**config.mk**
```make
export PLATFORM = sky130hd
export DESIGN_NAME = dual_timebase
export DESIGN_NICKNAME = d
export VERILOG_FILES = /design/src/rtl/dual_timebase.sv
export SDC_FILE = /design/constraint.sdc
export NUM_CORES = 1
export LEC_CHECK = 0
export BUFFER_PORTS_ARGS = -buffer_cell sky130_fd_sc_hd__buf_2
export CAP_MARGIN = 10
export CORE_MARGIN = 2
export CORE_UTILIZATION = 52
export CTS_CLUSTER_SIZE = 16
export DETAILED_ROUTE_END_ITERATION = 8
export GPL_ROUTABILITY_DRIVEN = 0
export PLACE_DENSITY = 0.73
export SLEW_MARGIN = 20
export SYNTH_ARGS = -nofsm -noshare
export SYNTH_HDL_FRONTEND = slang
export SYNTH_SLANG_ARGS = --single-unit
export TNS_END_PERCENT = 20
```
**constraint.sdc**
```tcl
create_clock -name clk -period 2.06 [get_ports clk]
set_input_delay 0.309 -clock clk [delete_from_list [all_inputs] [get_ports clk]]
set_output_delay 0.309 -clock clk [all_outputs]
set_load 0.01 [all_outputs]
```
**src/rtl/dual_timebase.sv**
```systemverilog
module dual_timebase #(
  parameter int CW       = 16,
  parameter int FAST_LOG = 2,
  parameter int SLOW_LOG = 5,
  parameter int TB2_LOG  = 3
) (
  input  logic          clk,
  input  logic          rst_n,
  input  logic          tb1_fast_sel,
  input  logic [1:0]    tb1_div_code,
  input  logic          tb1_div2_force,
  input  logic          tb2_ext_sel,
  input  logic          tb2_gate_mode,
  input  logic          tb2_falling,
  input  logic [1:0]    tb2_div_code,
  input  logic          ext_clk_pin,
  input  logic          stop_req,
  output logic [CW-1:0] tb1_count,
  output logic [CW-1:0] tb2_count,
  output logic          stop_ack
);
  localparam int PW1 = SLOW_LOG + 3;
  localparam int PW2 = TB2_LOG + 3;
  localparam int SW1 = $clog2(PW1 + 1);
  localparam int SW2 = $clog2(PW2 + 1);

  logic [PW1-1:0] p1;
  logic [PW2-1:0] p2;
  logic [3:0]     cfg1_q;
  logic [1:0]     cfg2_q;
  logic [2:0]     sync_q;
  logic [SW1-1:0] sh1;
  logic [SW2-1:0] sh2;
  logic [PW1-1:0] last1;
  logic [PW2-1:0] last2;
  logic [3:0]     cfg1;
  logic chg1, chg2, tick1, tick2, act_edge, act_lvl, inc2;

  assign cfg1  = {tb1_div2_force, tb1_fast_sel, tb1_div_code};
  assign sh1   = tb1_div2_force ? SW1'(1)
               : SW1'(tb1_fast_sel ? FAST_LOG : SLOW_LOG) + SW1'(tb1_div_code);
  assign sh2   = SW2'(TB2_LOG) + SW2'(tb2_div_code);
  assign last1 = {PW1{1'b1}} >> (SW1'(PW1) - sh1);
  assign last2 = {PW2{1'b1}} >> (SW2'(PW2) - sh2);

  assign chg1  = cfg1 != cfg1_q;
  assign chg2  = tb2_div_code != cfg2_q;
  assign tick1 = !chg1 && (p1 == last1);
  assign tick2 = !chg2 && (p2 == last2);

  assign act_edge = tb2_falling ? (!sync_q[1] && sync_q[2]) : (sync_q[1] && !sync_q[2]);
  assign act_lvl  = sync_q[1] ^ tb2_falling;
  assign inc2     = tb2_ext_sel ? (tb2_gate_mode ? (tick2 && act_lvl) : act_edge) : tick2;

  always_ff @(posedge clk or negedge rst_n) begin
    if (!rst_n) begin
      p1        <= '0;
      p2        <= '0;
      cfg1_q    <= '0;
      cfg2_q    <= '0;
      sync_q    <= '0;
      tb1_count <= '0;
      tb2_count <= '0;
      stop_ack  <= 1'b0;
    end else begin
      cfg1_q   <= cfg1;
      cfg2_q   <= tb2_div_code;
      sync_q   <= {sync_q[1:0], ext_clk_pin};
      stop_ack <= stop_req;
      if (chg1)           p1 <= '0;
      else if (!stop_req) p1 <= tick1 ? '0 : p1 + 1'b1;
      if (chg2)           p2 <= '0;
      else if (!stop_req) p2 <= tick2 ? '0 : p2 + 1'b1;
      if (!stop_req && tick1) tb1_count <= tb1_count + 1'b1;
      if (!stop_req && inc2)  tb2_count <= tb2_count + 1'b1;
    end
  end
endmodule

```
==> results.sh, run 1 <==
export IMPL_antenna_found_initial=0
export IMPL_ant_nets=0
export IMPL_stdcell_area_mm2=0.00432
export IMPL_multi_input_area_mm2=0.00196
export IMPL_viasPerCell=5.49
export IMPL_cts_buffers=5
export IMPL_dr_pass1_iters=4
export IMPL_areaGrowthSynthToFinish_pct=38.3
export IMPL_vdd_ir_drop_worst_v=0.000627
export IMPL_cp_end_kind="register"
export IMPL_insertion_delay_ns=0.32
export IMPL_route_detailed_drc=0
export IMPL_power_density_mw_per_mm2=579
export IMPL_dieArea_mm2=0.00664
export IMPL_die_w_um=81.5
export IMPL_cts_tree="built"
export IMPL_violations="setup timing"
export IMPL_htreeDepth=2
export IMPL_final_nets=413
export IMPL_rows=28
export IMPL_fin_worst_skew_ns=0.0126
export IMPL_place_ws_ns=-1.27
export IMPL_port_buffers=45
export IMPL_post_route_worst_setup_slack_ns=-0.727
export IMPL_final_max_slew_viol_count=0
export IMPL_synth_nets=316
export IMPL_fillCellCount=416
export IMPL_power_leakage_nw=2.00
export IMPL_synth_warnings=0
export IMPL_worst_setup_path_start_kind="input port"
export IMPL_grt_remaining_overflow=0
export IMPL_slew_headroom=0.620
export IMPL_yosysSeqAreaShare=0.449
export IMPL_grt_max_degree=57
export IMPL_synth_largest_area_cell="dfrtp_1"
export IMPL_ys_seq_elements=56
export IMPL_synthCells=292
export IMPL_start_util=0.534
export IMPL_vias=2551
export IMPL_clkTransAtPathRegs_ns=0.12
export IMPL_synth_area_top_cells="dfrtp_1 (45%), xnor2_1 (6.5%), xor2_1 (5.6%), ha_1 (4.0%), nor4_2 (3.6%)"
export IMPL_ioPinCount=46
export IMPL_core_area_mm2=0.00585
export IMPL_dp_hpwl_mm=4.50
export IMPL_grt_pass1_wl_mm=11.4
export IMPL_ys_types=55
export IMPL_period_needed_ns=2.79
export IMPL_path_delay_family="simple AND/OR/NAND/NOR gates"
export IMPL_cpPeakStageDelay_ns=0.44
export IMPL_hold_viol_final=0
export IMPL_netlist_area_leader_share=0.449
export IMPL_power_total_mw=2.50
export IMPL_cts_root_buf="clkbuf_8"
export IMPL_synth_common_cells="dfrtp_1 (56), nand2_1 (25), xnor2_1 (23)"
export IMPL_maxCapViolCount=0
export IMPL_rsz0062_at_grt="yes"
export IMPL_dieHeight_um=81.5
export IMPL_grt_pass1_vias=2439
export IMPL_hold_path_class="input port to register"
export IMPL_period_share=1.35
export IMPL_wire_per_inst_um=14.9
export IMPL_syn_area_mm2=0.00312
export IMPL_crit_type="input port to register"
export IMPL_grtUsageTotal=0.218
export IMPL_syn_area_per_cell_um2=10.7
export IMPL_regArea_mm2=0.00140
export IMPL_status="finished with violations"
export IMPL_worst_pin_slew_ns=0.569
export IMPL_setup_viol=32
export IMPL_synth_edff_count=0
export IMPL_cts_sinks=56
export IMPL_diodes=0
export IMPL_synthFlopType="dfrtp_1"
export IMPL_async_flop_share=1.00
export IMPL_cp_common_cell="ha_4"
export IMPL_drive_above_1_share=0.408
export IMPL_worstPathRequired_ns=2.27
export IMPL_cp_buffers_inverters=3
export IMPL_fmax_mhz=359
export IMPL_crit_slowest_cell="fa_1"
export IMPL_crit_arrival_ns=2.99
export IMPL_placed_area_mm2=0.00377
export IMPL_drtIter0Drc=72
export IMPL_path_max_fanout=5
export IMPL_max_clock_path_buffers=2
export IMPL_synth_most_common_cell="dfrtp_1"
export IMPL_cp_cell_sequence="buf_12 > inv_16 > ha_4 > inv_2 > fa_1 > or2_4 > ha_4 > or3_4 > and2_4 > o2111ai_4 > a21oi_4 > nor4_4 > mux2_4"
export IMPL_drt_wl_total_mm=6.93
## stage by stage
stage	TNS (ns)	instances	util	hold slack, ns
floorplan	-20.64	292	-	0.0134
global placement	-28.76	443	0.644	0.333
detailed placement	-31.17	443	0.644	0.332
CTS	-15.70	462	0.720	0.0757
global route	-19.33	465	0.738	0.0732
finish	-16.24	465	0.738	0.0842
## path summary, 6_finish.rpt
check,from,end,slack [ns],cells after the start
max reg2reg,cfg1_q[3]$_DFF_PN0_,tb1_count[3]$_DFFE_PN0P_,-0.12,7
min in group asynchronous,rst_n,tb1_count[13]$_DFFE_PN0P_,0.50,3
max,tb1_fast_sel,tb1_count[1]$_DFFE_PN0P_,-0.73,13
max in group asynchronous,rst_n,p1[3]$_DFFE_PN0P_,1.30,3
min reg2reg,sync_q[0]$_DFF_PN0_,sync_q[1]$_DFF_PN0_,0.36,0
min,ext_clk_pin,sync_q[0]$_DFF_PN0_,0.08,1
## cells by family (layout without fill, tap and decap cells)
family | after synthesis | after routing | share of synthesized area
XOR/XNOR | 45 | 45 | 0.131
adder cells (fa/ha/maj) | 11 | 11 | 0.0465
AO/OA/AOI/OAI | 33 | 34 | 0.0849
multiplexers | 3 | 3 | 0.0116
buffers and inverters | 16 | 113 | 0.0220
AND/OR/NAND/NOR | 128 | 128 | 0.255
flip-flops | 56 | 56 | 0.449
## state kept, by name, indices dropped and copies added, names as in the netlist
name,count
cfg1_q,4
cfg2_q,2
p2,6
stop_ack,1
tb2_count,16
p1,8
sync_q,3
tb1_count,16
## report_power, final
part | total [mW] | switching (mW) | leakage (nW) | internal [mW]
Clock | 0.672 | 0.414 | 0.0511 | 0.258
Combinational | 0.617 | 0.354 | 1.20 | 0.263
Sequential | 1.21 | 0.0595 | 0.752 | 1.15
## area by class of cell
cell class                 instances  share of cell area
multi-input combinational        221               0.454
timing repair buffer              98               0.167
clock inverter                     3             0.00666
inverter                           7             0.00985
sequential                        56               0.325
clock buffer                       5              0.0159
tap                               75              0.0217
## timing repair
item / in CTS / in global routing
hold endpoints to repair: 56 / 0
pin swaps: 31 / 10
setup endpoints to repair: 41 / 40
gates resized for setup: 41 / 11
setup buffers: 9 / 2
gates cloned: 1 / 1
hold buffers: 1 / 0
## layer usage
layer / GRT usage / routed length [um]
met1: 0.297 / 3060
met2: 0.371 / 3580
met3: 0.0297 / 208
met4: 0.0475 / 80
met5: 0 / 0
## cells in the final DEF, fill, tap and decap left out, types with 8 or more instances in the layout
cell / n
ha_1: 8
nand4_1: 12
nand2_1: 24
dfrtp_1: 56
nor2_1: 13
buf_4: 41
nor4_4: 12
xor2_1: 19
and3_1: 11
xnor2_1: 23
buf_2: 44
nand3_1: 12
No activity file was read; power rests on OpenSTA's default activity.
==> run 2, diff against run 1 <==
--- a/config.mk
+++ b/config.mk
@@ -12,6 +12,7 @@
 export CTS_CLUSTER_SIZE = 16
 export DETAILED_ROUTE_END_ITERATION = 8
 export GPL_ROUTABILITY_DRIVEN = 0
+export GPL_TIMING_DRIVEN = 0
 export PLACE_DENSITY = 0.73
 export SLEW_MARGIN = 20
 export SYNTH_ARGS = -nofsm -noshare
==> run 2 against run 1 <==
The flow still finishes with violations (setup timing). Wire length shrank 2.5%. Total power shrank 3.6%. Utilization shrank 5.7 points. Non-clock buffer count is 32 lower. Die area unchanged. Register-to-register slack lost 0.13 ns. Final cell count fell by 7.1%. Sequential share of layout area rose by 2.8 points. Clock power shrank 6.8%. Sequential power about the same. Worst setup slack lost 0.11 ns. Critical path depth is 1 higher. Critical endpoint is now tb1_count[2]$_DFFE_PN0P_. Largest cell class unchanged.
==> results.sh, run 2 (same netlist as run 1, synthesis figures left out) <==
export IMPL_crit_slowest_cell="fa_1"
export IMPL_worstPathRequired_ns=2.31
export IMPL_grt_max_degree=57
export IMPL_vdd_ir_drop_worst_v=0.000592
export IMPL_start_util=0.534
export IMPL_setup_viol=33
export IMPL_slew_headroom=0.485
export IMPL_path_depth=14
export IMPL_cp_cell_sequence="buf_12 > inv_16 > ha_4 > inv_2 > fa_1 > or2_4 > ha_4 > or3_4 > and2_4 > o2111ai_4 > a21oi_4 > buf_12 > nor4_1 > xor2_1"
export IMPL_max_clock_path_buffers=2
export IMPL_dr_max_layer_used="met4"
export IMPL_status="finished with violations"
export IMPL_wl_met1_mm=3.00
export IMPL_reg_top3="tb1_count x16, tb2_count x16, p1 x8"
export IMPL_wl_met3_um=191
export IMPL_final_core_util=0.681
export IMPL_grt_pass1_vias=2420
export IMPL_diodes=0
export IMPL_dr_wl_met2_mm=3.51
export IMPL_crit_type="input port to register"
export IMPL_dieArea_mm2=0.00664
export IMPL_grt_pass1_wl_mm=11.1
export IMPL_path_max_fanout=5
export IMPL_viasPerCell=5.62
export IMPL_r2r_slack_ns=-0.25
export IMPL_cp_startpoint="tb1_fast_sel"
export IMPL_hold_path_class="input port to asynchronous set/reset pin"
export IMPL_cp_end_kind="register"
export IMPL_dp_hpwl_mm=4.39
export IMPL_antenna_found_initial=0
export IMPL_cts_root_buf="clkbuf_8"
export IMPL_power_leakage_nw=1.81
export IMPL_maxCapViolCount=0
export IMPL_grtUsageTotal=0.215
export IMPL_route_detailed_drc=0
export IMPL_die_w_um=81.5
export IMPL_hold_viol_final=0
export IMPL_wire_per_inst_um=15.6
export IMPL_period_needed_ns=2.90
export IMPL_ioPinCount=46
export IMPL_layout_commonest_cell="dfrtp_1"
export IMPL_clkTransAtPathRegs_ns=0.11
export IMPL_crit_arrival_ns=3.15
export IMPL_dr_pass1_iters=4
export IMPL_path_delay_family="simple AND/OR/NAND/NOR gates"
export IMPL_mostFrequentLayoutCells="dfrtp_1 (55), buf_2 (43), nand2_1 (24)"
export IMPL_areaGrowthSynthToFinish_pct=27.6
export IMPL_rsz0062_at_grt="yes"
export IMPL_grt_remaining_overflow=0
export IMPL_cts_tree="built"
export IMPL_cp_endpoint="tb1_count[2]$_DFFE_PN0P_"
export IMPL_period_share=1.41
export IMPL_cts_sinks=56
export IMPL_insertion_delay_ns=0.32
export IMPL_worst_setup_path_start_kind="input port"
export IMPL_port_buffers=45
export IMPL_worst_pin_slew_ns=0.771
export IMPL_cts_buffers=5
export IMPL_dieHeight_um=81.5
export IMPL_fin_worst_skew_ns=0.0105
export IMPL_fmax_mhz=345
export IMPL_final_nets=380
export IMPL_htreeDepth=2
export IMPL_final_max_slew_viol_count=0
export IMPL_power_density_mw_per_mm2=604
export IMPL_ant_nets=0
export IMPL_cp_buffers_inverters=4
export IMPL_post_route_worst_setup_slack_ns=-0.841
export IMPL_drive_above_1_share=0.325
export IMPL_core_area_mm2=0.00585
export IMPL_power_total_mw=2.41
export IMPL_cpPeakStageDelay_ns=0.45
export IMPL_r2r_end="tb2_count[13]$_DFFE_PN0P_"
export IMPL_vias=2428
export IMPL_r2r_start="p2[3]$_DFFE_PN0P_"
export IMPL_ff2ff_path_depth=7
export IMPL_drt_wl_total_mm=6.75
export IMPL_drtIter0Drc=140
export IMPL_rows=28
export IMPL_violations="setup timing"
run 2: cell types whose count changed in the layout (fill, tap and decap cells not counted), sizes merged:
cell / previous run / this run
a21oi: 12 / 11
buf: 96 / 59
bufbuf: 0 / 1
clkbuf: 6 / 11
clkinv: 0 / 2
dlygate4sd3: 1 / 0
inv: 10 / 8
run 2: layer usage:
metal,up-vias,track usage
li1,1181,-
met1,1203,0.271
met2,38,0.382
met3,6,0.0374
met4,0,0.0525
met5,-,0
run 2: worst reg2reg max path: cells and delay by family, from the launching register on:
family	cells	cell delay (ns)
xor gates and xnor gates	1	0.16
and+or+nand+nor	3	0.83
DFF	1	0.45
AOI/OAI and AO/OA	3	0.76
run 2: cell type report:
class                      instances  area (um2)
buffer                             9        70.1
clock buffer                       5        68.8
clock inverter                     3        22.5
fill                             458        1870
inverter                           7        42.5
multi-input combinational        220        1880
sequential                        56        1400
tap                               75        93.8
timing repair buffer              57         407
run 2: through the flow:
stage               hold slack, ns  cells  area (um2)  TNS [ns]  worst slack, ns
finish                      0.0240    432        3980    -19.51           -0.841
global route                0.0816    432        3980    -23.22           -0.919
CTS                         0.0590    430        3940    -18.74           -0.787
detailed placement           0.340    412        3500    -35.52            -1.49
global placement             0.338    412        3500    -34.30            -1.46
floorplan                   0.0134    292        3180    -20.64            -1.02
run 2: report_power, final:
group / total, mW / internal [mW] / switching [mW]
clock: 0.626 / 0.245 / 0.381
combinational: 0.578 / 0.244 / 0.334
sequential: 1.20 / 1.15 / 0.0550
run 2: worst min path at each step:
stage / start / endpoint / slack (ns)
6_report: rst_n / tb1_count[13]$_DFFE_PN0P_ / 0.02
5_1_grt: ext_clk_pin / sync_q[0]$_DFF_PN0_ / 0.08
4_1_cts: rst_n / tb1_count[13]$_DFFE_PN0P_ / 0.06
3_5_place_dp: sync_q[0]$_DFF_PN0_ / sync_q[1]$_DFF_PN0_ / 0.34
3_3_place_gp: sync_q[0]$_DFF_PN0_ / sync_q[1]$_DFF_PN0_ / 0.34
2_1_floorplan: rst_n / cfg1_q[0]$_DFF_PN0_ / 0.01
run 2: what timing repair did:
action,4_1_cts,5_1_grt
hold endpoints to repair,0,0
setup buffers,8,2
setup endpoints to repair,41,41
resized for setup,32,7
hold buffers,0,0
gates cloned,2,0
pin swaps,26,9
==> run 3, diff against run 2 <==
--- a/config.mk
+++ b/config.mk
@@ -8,12 +8,12 @@
 export BUFFER_PORTS_ARGS = -buffer_cell sky130_fd_sc_hd__buf_2
 export CAP_MARGIN = 10
 export CORE_MARGIN = 2
-export CORE_UTILIZATION = 52
+export CORE_UTILIZATION = 55
 export CTS_CLUSTER_SIZE = 16
 export DETAILED_ROUTE_END_ITERATION = 8
 export GPL_ROUTABILITY_DRIVEN = 0
 export GPL_TIMING_DRIVEN = 0
-export PLACE_DENSITY = 0.73
+export PLACE_DENSITY = 0.77
 export SLEW_MARGIN = 20
 export SYNTH_ARGS = -nofsm -noshare
 export SYNTH_HDL_FRONTEND = slang
==> constraint.sdc (replaced) <==
create_clock -name clk -period 3.6 [get_ports clk]
set_input_delay 0.54 -clock clk [delete_from_list [all_inputs] [get_ports clk]]
set_output_delay 0.54 -clock clk [all_outputs]
set_load 0.01 [all_outputs]
==> run 3 against run 2 <==
The run now ends clean. Global-route usage shrank 0.31 points. Final cell count shrank 3.0%. Non-clock buffer count shrank 10. Clock power shrank 43%. Critical path depth is the same. Sequential power shrank 43%. Sequential share of layout area grew 4.1 points. Count of clock-buffer cells in the layout grew 3. Critical path type unchanged. Flip-flop and latch count is the same. First-iteration DRC count shrank 19%.
==> results.sh, run 3 (same netlist as run 1, synthesis figures left out) <==
export IMPL_period_needed_ns=3.44
export IMPL_vdd_ir_drop_worst_v=0.000454
export IMPL_worst_setup_path_start_kind="input port"
export IMPL_worstPathRequired_ns=3.82
export IMPL_vias=2391
export IMPL_path_max_fanout=10
export IMPL_route_detailed_drc=0
export IMPL_maxCapViolCount=0
export IMPL_fillCellCount=443
export IMPL_cp_end_kind="register"
export IMPL_rsz0062_at_grt="no"
export IMPL_ioPinCount=46
export IMPL_fmax_mhz=291
export IMPL_cts_buffers=5
export IMPL_grt_pass1_wl_mm=10.6
export IMPL_crit_arrival_ns=3.66
export IMPL_viasPerCell=5.71
export IMPL_clkTransAtPathRegs_ns=0.10
export IMPL_drtIter0Drc=113
export IMPL_dieHeight_um=79.4
export IMPL_cp_cell_sequence="buf_2 > inv_1 > ha_1 > inv_1 > fa_1 > or2_2 > ha_1 > or3_4 > nand2_1 > and3_2 > o211ai_4 > buf_4 > nor4_2 > xor2_1"
export IMPL_crit_slowest_cell="fa_1"
export IMPL_cpPeakStageDelay_ns=0.42
export IMPL_dp_hpwl_mm=4.31
export IMPL_ctsHoldBuffers=0
export IMPL_hold_path_class="input port to asynchronous set/reset pin"
export IMPL_grt_pass1_vias=2347
export IMPL_hold_worst_slack_ns=0.261
export IMPL_cts_root_buf="clkbuf_8"
export IMPL_antenna_found_initial=0
export IMPL_place_ws_ns=-0.305
export IMPL_ant_nets=0
export IMPL_cts_tree="built"
export IMPL_hold_viol_final=0
export IMPL_diodes=0
export IMPL_layout_commonest_cell="dfrtp_1"
export IMPL_grt_max_degree=57
export IMPL_crit_type="input port to register"
export IMPL_insertion_delay_ns=0.31
export IMPL_core_area_mm2=0.00551
export IMPL_power_total_mw=1.29
export IMPL_dieArea_mm2=0.00630
export IMPL_rows=27
export IMPL_final_max_slew_viol_count=0
export IMPL_setup_viol=0
export IMPL_wire_per_inst_um=14.3
export IMPL_cts_sinks=56
export IMPL_start_util=0.567
export IMPL_htreeDepth=2
export IMPL_power_leakage_nw=1.65
export IMPL_post_route_worst_setup_slack_ns=0.163
export IMPL_period_share=0.955
export IMPL_drive_above_1_share=0.254
export IMPL_areaGrowthSynthToFinish_pct=14.2
export IMPL_slew_headroom=0.532
export IMPL_die_w_um=79.4
export IMPL_grt_remaining_overflow=0
export IMPL_fin_worst_skew_ns=0.0130
export IMPL_final_nets=370
export IMPL_r2r_slack_ns=1.26
export IMPL_port_buffers=45
export IMPL_max_clock_path_buffers=2
export IMPL_cp_buffers_inverters=4
export IMPL_worst_pin_slew_ns=0.701
export IMPL_reg_top3="tb1_count x16, tb2_count x16, p1 x8"
export IMPL_status="completed"
export IMPL_grtUsageTotal=0.212
export IMPL_dr_pass1_iters=4
export IMPL_mostFrequentLayoutCells="dfrtp_1 (56), buf_2 (45), nand2_1 (25)"
export IMPL_power_density_mw_per_mm2=362
export IMPL_path_delay_family="simple AND/OR/NAND/NOR gates"
export IMPL_drt_wl_total_mm=6.01
export IMPL_final_core_util=0.648
==> run 3: cell count changes in the layout (fill, tap and decap cells not counted), sizes merged <==
cell and delta:
clkinv -2, clkbuf +3, bufbuf -1, inv -1, buf -9
==> run 3: stage by stage <==
stage          instances  instance area (um2)  TNS, ns
6_report             419                 3570        0
5_1_grt              419                 3570        0
4_1_cts              417                 3530        0
3_5_place_dp         409                 3440    -3.04
3_3_place_gp         409                 3440    -1.95
2_1_floorplan        292                 3120        0
==> run 3: power by group <==
part | leakage [nW] | internal, mW | switching [mW]
clock | 0.0455 | 0.158 | 0.199
combinational | 0.850 | 0.0903 | 0.153
sequential | 0.752 | 0.658 | 0.0314
total | 1.65 | 0.906 | 0.384
==> run 3: final timing paths <==
path | startpoint | cells past startpoint | endpoint
max | tb1_fast_sel | 14 | tb1_count[8]$_DFFE_PN0P_
min | rst_n | 1 | cfg1_q[3]$_DFF_PN0_
max reg2reg | cfg2_q[1]$_DFF_PN0_ | 6 | tb2_count[1]$_DFFE_PN0P_
min reg2reg | sync_q[0]$_DFF_PN0_ | 0 | sync_q[1]$_DFF_PN0_
max in group asynchronous | rst_n | 1 | p1[1]$_DFFE_PN0P_
min in group clk | ext_clk_pin | 1 | sync_q[0]$_DFF_PN0_
==> run 3: per-layer routing <==
layer,global-route usage,up-vias,wire (um)
li1,-,1159,-
met3,0.0432,9,201
met2,0.350,47,2940
met1,0.277,1176,2780
met4,0.0741,0,92
met5,0,-,0
==> run 3: layout make-up <==
type	count	area (um2)	area share
multi-input cells	220	1670	0.468
flip-flops and latches	56	1400	0.393
repair buffers	47	243	0.0681
clock buffers	8	90.1	0.0253
well taps	72	90.1	0.0253
plain buffers	9	46.3	0.0130
inverters	7	26.3	0.00737
==> run 3: timing repair <==
action,in CTS,in global routing
resized for setup,0,3
buffers inserted,0,2
endpoints found under the setup margin,0,11
